### config.mk
export PLATFORM = sky130hd
export DESIGN_NAME = uart_txgate
export DESIGN_NICKNAME = d
export VERILOG_FILES = /design/src/rtl/txg_pkg.sv /design/src/rtl/txg_sync2.sv /design/src/rtl/txg_inband.sv /design/src/rtl/txg_linepath.sv /design/src/rtl/uart_txgate.sv
export SDC_FILE = /design/constraint.sdc
export NUM_CORES = 1
export LEC_CHECK = 0
export BUFFER_PORTS_ARGS = -buffer_cell sky130_fd_sc_hd__buf_2
export CORE_MARGIN = 2
export CORE_UTILIZATION = 48
export CTS_BUF_LIST = sky130_fd_sc_hd__clkbuf_4 sky130_fd_sc_hd__clkbuf_8
export DETAILED_ROUTE_END_ITERATION = 7
export PLACE_DENSITY = 0.86
export RECOVER_POWER = 25
export SYNTH_ARGS = -nofsm -noshare
export SYNTH_HDL_FRONTEND = slang
export SYNTH_HIERARCHICAL = 1
export SYNTH_SLANG_ARGS = --single-unit
### constraint.sdc
create_clock -name clk -period 1.7 [get_ports clk]
set_clock_uncertainty 0.2 [all_clocks]
set_input_delay 0.085 -clock clk [delete_from_list [all_inputs] [get_ports clk]]
set_output_delay 0.085 -clock clk [all_outputs]
set_load 0.02 [all_outputs]
### src/rtl/txg_pkg.sv
package txg_pkg;
    localparam int unsigned MASK_W  = 6;
    localparam int unsigned MB_CTS  = 0;
    localparam int unsigned MB_DCD  = 1;
    localparam int unsigned MB_DSR  = 2;
    localparam int unsigned MB_RI   = 3;
    localparam int unsigned MB_SW   = 4;
    localparam int unsigned MB_INB  = 5;
    localparam logic [MASK_W-1:0] MASK_RST = 6'b010000;

    typedef enum logic [1:0] {
        S_HALTED = 2'd0,
        S_READY  = 2'd1,
        S_SHIFT  = 2'd2
    } gate_st_t;
endpackage

### src/rtl/txg_sync2.sv
module txg_sync2 #(
    parameter int unsigned WIDTH = 4
) (
    input  logic             clk,
    input  logic             rst_n,
    input  logic [WIDTH-1:0] d,
    output logic [WIDTH-1:0] q
);
    for (genvar i = 0; i < WIDTH; i++) begin : g_lane
        logic meta_q, stab_q;
        always_ff @(posedge clk) begin
            if (!rst_n) begin
                meta_q <= 1'b0;
                stab_q <= 1'b0;
            end else begin
                meta_q <= d[i];
                stab_q <= meta_q;
            end
        end
        assign q[i] = stab_q;
    end
endmodule

### src/rtl/txg_inband.sv
module txg_inband #(
    parameter logic [7:0] XON_CHAR  = 8'h11,
    parameter logic [7:0] XOFF_CHAR = 8'h13
) (
    input  logic       clk,
    input  logic       rst_n,
    input  logic       rx_char_valid,
    input  logic [7:0] rx_char,
    output logic       stopped
);
    always_ff @(posedge clk) begin
        if (!rst_n)
            stopped <= 1'b0;
        else if (rx_char_valid && rx_char == XOFF_CHAR)
            stopped <= 1'b1;
        else if (rx_char_valid && rx_char == XON_CHAR)
            stopped <= 1'b0;
    end

    a_r5_xoff_sets: assert property (@(posedge clk) disable iff (!rst_n)
        (rx_char_valid && rx_char == XOFF_CHAR) |=> stopped);
    a_r5_xon_clears: assert property (@(posedge clk) disable iff (!rst_n)
        (rx_char_valid && rx_char == XON_CHAR) |=> !stopped);
    a_r5_other_keeps: assert property (@(posedge clk) disable iff (!rst_n)
        (!rx_char_valid || (rx_char != XON_CHAR && rx_char != XOFF_CHAR)) |=> $stable(stopped));
endmodule

### src/rtl/txg_linepath.sv
module txg_linepath #(
    parameter int unsigned RXF_DEPTH = 64,
    localparam int unsigned LVL_W = $clog2(RXF_DEPTH + 1)
) (
    input  logic             rts_mode,
    input  logic [LVL_W-1:0] rx_level,
    input  logic             uart_rts,
    output logic             rts_out,
    input  logic             rl_en,
    input  logic             rxd_in,
    input  logic             uart_txd,
    output logic             txd_out
);
    localparam logic [LVL_W-1:0] HALF_LVL = LVL_W'(RXF_DEPTH / 2);

    logic fifo_room;
    assign fifo_room = (rx_level < HALF_LVL);
    assign rts_out   = rts_mode ? fifo_room : uart_rts;
    assign txd_out   = rl_en ? rxd_in : uart_txd;

    always_comb begin
        if (rts_mode && rx_level >= HALF_LVL)
            a_r10_rts_drop: assert (rts_out == 1'b0);
        if (rl_en)
            a_r9_loop: assert (txd_out == rxd_in);
    end
endmodule

### src/rtl/uart_txgate.sv
module uart_txgate
    import txg_pkg::*;
#(
    parameter int unsigned RXF_DEPTH = 64,
    parameter logic [7:0]  XON_CHAR  = 8'h11,
    parameter logic [7:0]  XOFF_CHAR = 8'h13,
    localparam int unsigned LVL_W = $clog2(RXF_DEPTH + 1)
) (
    input  logic             clk,
    input  logic             rst_n,
    input  logic             cfg_wr,
    input  logic [5:0]       cfg_mask,
    input  logic             sw_tx_en,
    input  logic             cts_in,
    input  logic             dcd_in,
    input  logic             dsr_in,
    input  logic             ri_in,
    input  logic             rx_char_valid,
    input  logic [7:0]       rx_char,
    input  logic             tx_req,
    input  logic             tx_done,
    output logic             tx_start,
    output logic             tx_active,
    output logic             tx_halted,
    input  logic             rts_mode,
    input  logic [LVL_W-1:0] rx_level,
    input  logic             uart_rts,
    output logic             rts_out,
    input  logic             rl_en,
    input  logic             rxd_in,
    input  logic             uart_txd,
    output logic             txd_out
);
    logic [MASK_W-1:0] mask_q;
    logic [3:0]        modem_s;
    logic              inb_stopped;
    logic [MASK_W-1:0] cond;
    logic              permit;
    gate_st_t          state_q, state_d;
    logic              start_q;

    always_ff @(posedge clk) begin
        if (!rst_n)
            mask_q <= MASK_RST;
        else if (cfg_wr)
            mask_q <= cfg_mask;
    end

    txg_sync2 #(.WIDTH(4)) u_sync (
        .clk   (clk),
        .rst_n (rst_n),
        .d     ({ri_in, dsr_in, dcd_in, cts_in}),
        .q     (modem_s)
    );

    txg_inband #(.XON_CHAR(XON_CHAR), .XOFF_CHAR(XOFF_CHAR)) u_inband (
        .clk           (clk),
        .rst_n         (rst_n),
        .rx_char_valid (rx_char_valid),
        .rx_char       (rx_char),
        .stopped       (inb_stopped)
    );

    txg_linepath #(.RXF_DEPTH(RXF_DEPTH)) u_line (
        .rts_mode (rts_mode),
        .rx_level (rx_level),
        .uart_rts (uart_rts),
        .rts_out  (rts_out),
        .rl_en    (rl_en),
        .rxd_in   (rxd_in),
        .uart_txd (uart_txd),
        .txd_out  (txd_out)
    );

    always_comb begin
        cond         = '0;
        cond[MB_CTS] = modem_s[0];
        cond[MB_DCD] = modem_s[1];
        cond[MB_DSR] = modem_s[2];
        cond[MB_RI]  = modem_s[3];
        cond[MB_SW]  = sw_tx_en;
        cond[MB_INB] = ~inb_stopped;
    end
    assign permit = &(~mask_q | cond);

    // state register
    always_ff @(posedge clk) begin
        if (!rst_n) begin
            state_q <= S_HALTED;
            start_q <= 1'b0;
        end else begin
            state_q <= state_d;
            start_q <= (state_q == S_READY) && permit && tx_req;
        end
    end

    // next state
    always_comb begin
        state_d = state_q;
        unique case (state_q)
            S_HALTED: if (permit) state_d = S_READY;
            S_READY: begin
                if (!permit)     state_d = S_HALTED;
                else if (tx_req) state_d = S_SHIFT;
            end
            S_SHIFT: if (tx_done) state_d = permit ? S_READY : S_HALTED;
            default: state_d = S_HALTED;
        endcase
    end

    // outputs
    always_comb begin
        tx_start  = start_q;
        tx_active = (state_q == S_SHIFT);
        tx_halted = (state_q == S_HALTED);
    end

    a_r7_start_pulse: assert property (@(posedge clk) disable iff (!rst_n)
        tx_start |=> !tx_start);
    a_r7_start_enters_shift: assert property (@(posedge clk) disable iff (!rst_n)
        tx_start |-> tx_active);
    a_r2_start_permitted: assert property (@(posedge clk) disable iff (!rst_n)
        tx_start |-> $past(permit));
    a_r6_shift_holds: assert property (@(posedge clk) disable iff (!rst_n)
        (tx_active && !tx_done) |=> tx_active);
    a_r6_done_leaves: assert property (@(posedge clk) disable iff (!rst_n)
        (tx_active && tx_done) |=> !tx_active);
endmodule

==> impl_results.md <==
* Worst-path clk slew at about 0.10 ns
* Yosys reg bits at 18
* Endpoints failing setup at 0
* Total power at a little under 0.0009 W
* Die Height at ~44 um
* RSZ-0062 raised after global routing: false
* Max VDD drop at between 700 and 800 uV
* CP Buf/Inv Count at 1
* TritonCTS clock tree: built
* Post-DR wirelength/cell at about 12 um
* Total number of vias at 718
* WP data arrival at around 1.6 ns
* Most frequent cells in the layout: buf_2 (32), dlygate4sd3_1 (27), dfxtp_1 (17)
* Largest net degree at the start of global routing at 14
* Core area at around 1500 um2
* Clock Tree Buf Depth at 2
* First-pass GRT wire length at between 2000 and 3000 um
* Final Non-Filler Cells at around 150
* Final net count at ~170
* Leading cell type in the layout, fill and taps excluded: buf_2
* Fin. Hold Viols at 0
* Worst slew pin tran at about 0.44 ns
* Area grow syn2layout at 61.74%
* Number of setup buffers added after CTS at 0
* Max_cap viols at 0
* Slew Viols, Final at 0
* Routability cong. at 0.6853
* Post-synth EDFFs at 0
* Layout cells sized above 1 at 0.3664
* # diodes at 0
* Post-Syn Area at roughly 760 um2
* Post-DRT Antenna Nets at 0
* Num ports at between 40 and 50
* Synth Area in XOR/XNOR at 0
* Hold_ws at 0.008342 ns
* Compound-Gate Fraction of Synth Area at 0.09195
* Cell Rows at 14
* Gr usage total at 0.2033
* Top cells by area, synth: dfxtp_1 (47%), mux2i_1 (7.9%), and2_1 (6.6%)
* Final Util at 0.8277
* Clock Root Buffer: clkbuf_4
* Post-synthesis simple-gate area fraction at 0.2512
* Die W at 43.84 um
* FFs w/ async S/R, synth at 0
* Max FO, Critical Path at 6
* Antenna violations before repair at 0
* DRC errors left at 0
* Yosys Warn Count at 6
* Final min period at around 1.6 ns
* Largest family of logic cells by synthesized area: simple AND/OR/NAND/NOR gates
* Crit path required time at 1.72 ns
* Primary FF master, synth: dfxtp_1
* Mapped Cells at 69
* Total gr overflow at 0
* Post-synthesis adder-cell area fraction at 0
* Worst Hold Class: in -> reg
* Die area at approximately 1900 um2
* CP cell instances: nor2b_2, nand3b_1, dlygate4sd3_1, o31ai_2
* PortBufs at 36
* Yosys top cell area share at 0.4729
* CP max stage delay at 0.60 ns
* Hpwl dp at between 900 and 1000 um
* Vias in the first global route at between 700 and 800
* Sequential share of the synthesized area at 0.4729
* # placed instances at approximately 120
* PwrDens at 712.0 nW/um2
* Static Leak at 0.5902 nW
* Syn Area/Cell at about 11 um2
* Critical Path Start Type: flip-flop
* Setup CP Type: reg -> reg
* Tcrit/Tclk final at 0.9479
* Mux contribution to synthesized area at 0.1182
* CTS sink cnt at 18
* DRT Wirelength at roughly 1700 um
* Leading area contributor after synthesis: dfxtp_1
* H-tree Lvls at 1
* Outcome: completed
* Starting Density at 0.5118
* Syn_nets at ~110
* Highest Clock Rate at 620.6 MHz
* Worst-skew pair later-pin latency at a little under 0.3 ns
* Vias per std cell at between 4 and 5
* Count of cell types in the netlist at 22
* CP max-delay cell: dlygate4sd3_1
* Final TNS setup at 0 ns
* First-pass DRT Iterations at 4
* CTS Buf Count at 3
* Crit path max-delay family: buffers and inverters
* CP endpoint kind: flip-flop
* DR iter-0 viols at 6
* Worst slew margin at 0.7062
## metrics by stage
| stage | cell area, um2 | setup WS, ns |
|---|---|---|
| finish | 1232 | 0.08853 |
| global route | 1232 | 0.03852 |
| CTS | 1234 | 0.03979 |
| detailed placement | 927.1 | 0.5406 |
| global placement | 927.1 | 0.5738 |
| floorplan | 762.0 | 0.5416 |
## area by class of cell
class	instances	area, um2
timing repair buffer	63	445.4
sequential	18	361.6
multi-input combinational	42	354.1
fill	87	256.5
clock buffer	4	36.28
tap	16	20.02
inverter	4	15.01
## cell usage after synthesis, drive strengths merged, types with 2 or more instances
library cell   n
a21oi          2
a22oi          2
and2           8
buf            5
dfxtp         18
inv            4
mux2           2
mux2i          6
nand2          3
nor2           3
nor2b          8
## cell families after synthesis
group,count (synthesis)
simple gates,27
flops,18
buf+inv,9
mux,8
compound gates,7
## report_power, final
part           leakage, nW  internal (W)  switching (W)  total (W)
sequential           0.149      0.000442      0.0000117   0.000453
combinational        0.420      0.000101      0.0000567   0.000158
clock               0.0210      0.000131       0.000135   0.000266
## routing by layer
layer  track usage  vias up  wire, um
li1              -      355         -
met2        0.3529       31       875
met5             0        -         0
met4       0.07273        0         5
met1        0.2306      330       714
met3       0.06667        2       123
## worst min-delay path: cells and delay by family
kind,cells,cell delay [ns]
AND/OR/NAND/NOR,2,0.16
buffers and inverters,2,0.15
AO/OA/AOI/OAI,1,0.08
## what timing repair did
item                                    4_1_cts  5_1_grt
hold buffers                                 27        0
gates resized for setup                       0        2
endpoints found under the setup margin        0        2
hold endpoints to repair                     18        0
## worst paths after layout
path	endpoint	slack [ns]	startpoint	depth (start not counted)
worst max-delay path	state_q[1]$_SDFFE_PN0P_	0.09	state_q[1]$_SDFFE_PN0P_	4
worst min-delay path	state_q[0]$_SDFFE_PN0P_	0.008	sw_tx_en	5
worst max register to register	state_q[1]$_SDFFE_PN0P_	0.09	state_q[1]$_SDFFE_PN0P_	4
worst min register to register	u_sync/g_lane[2].stab_q$_SDFF_PN0_	0.24	u_sync/g_lane[2].meta_q$_SDFF_PN0_	1
## sequential cells by signal, summed over array words and instances, names as in the netlist
signal and count:
u_inband/stopped 1, mask_q 6, state_q 2, u_sync/g_lane.stab_q 4, u_sync/g_lane.meta_q 4, tx_start 1
No activity file was read; power rests on OpenSTA's default activity.
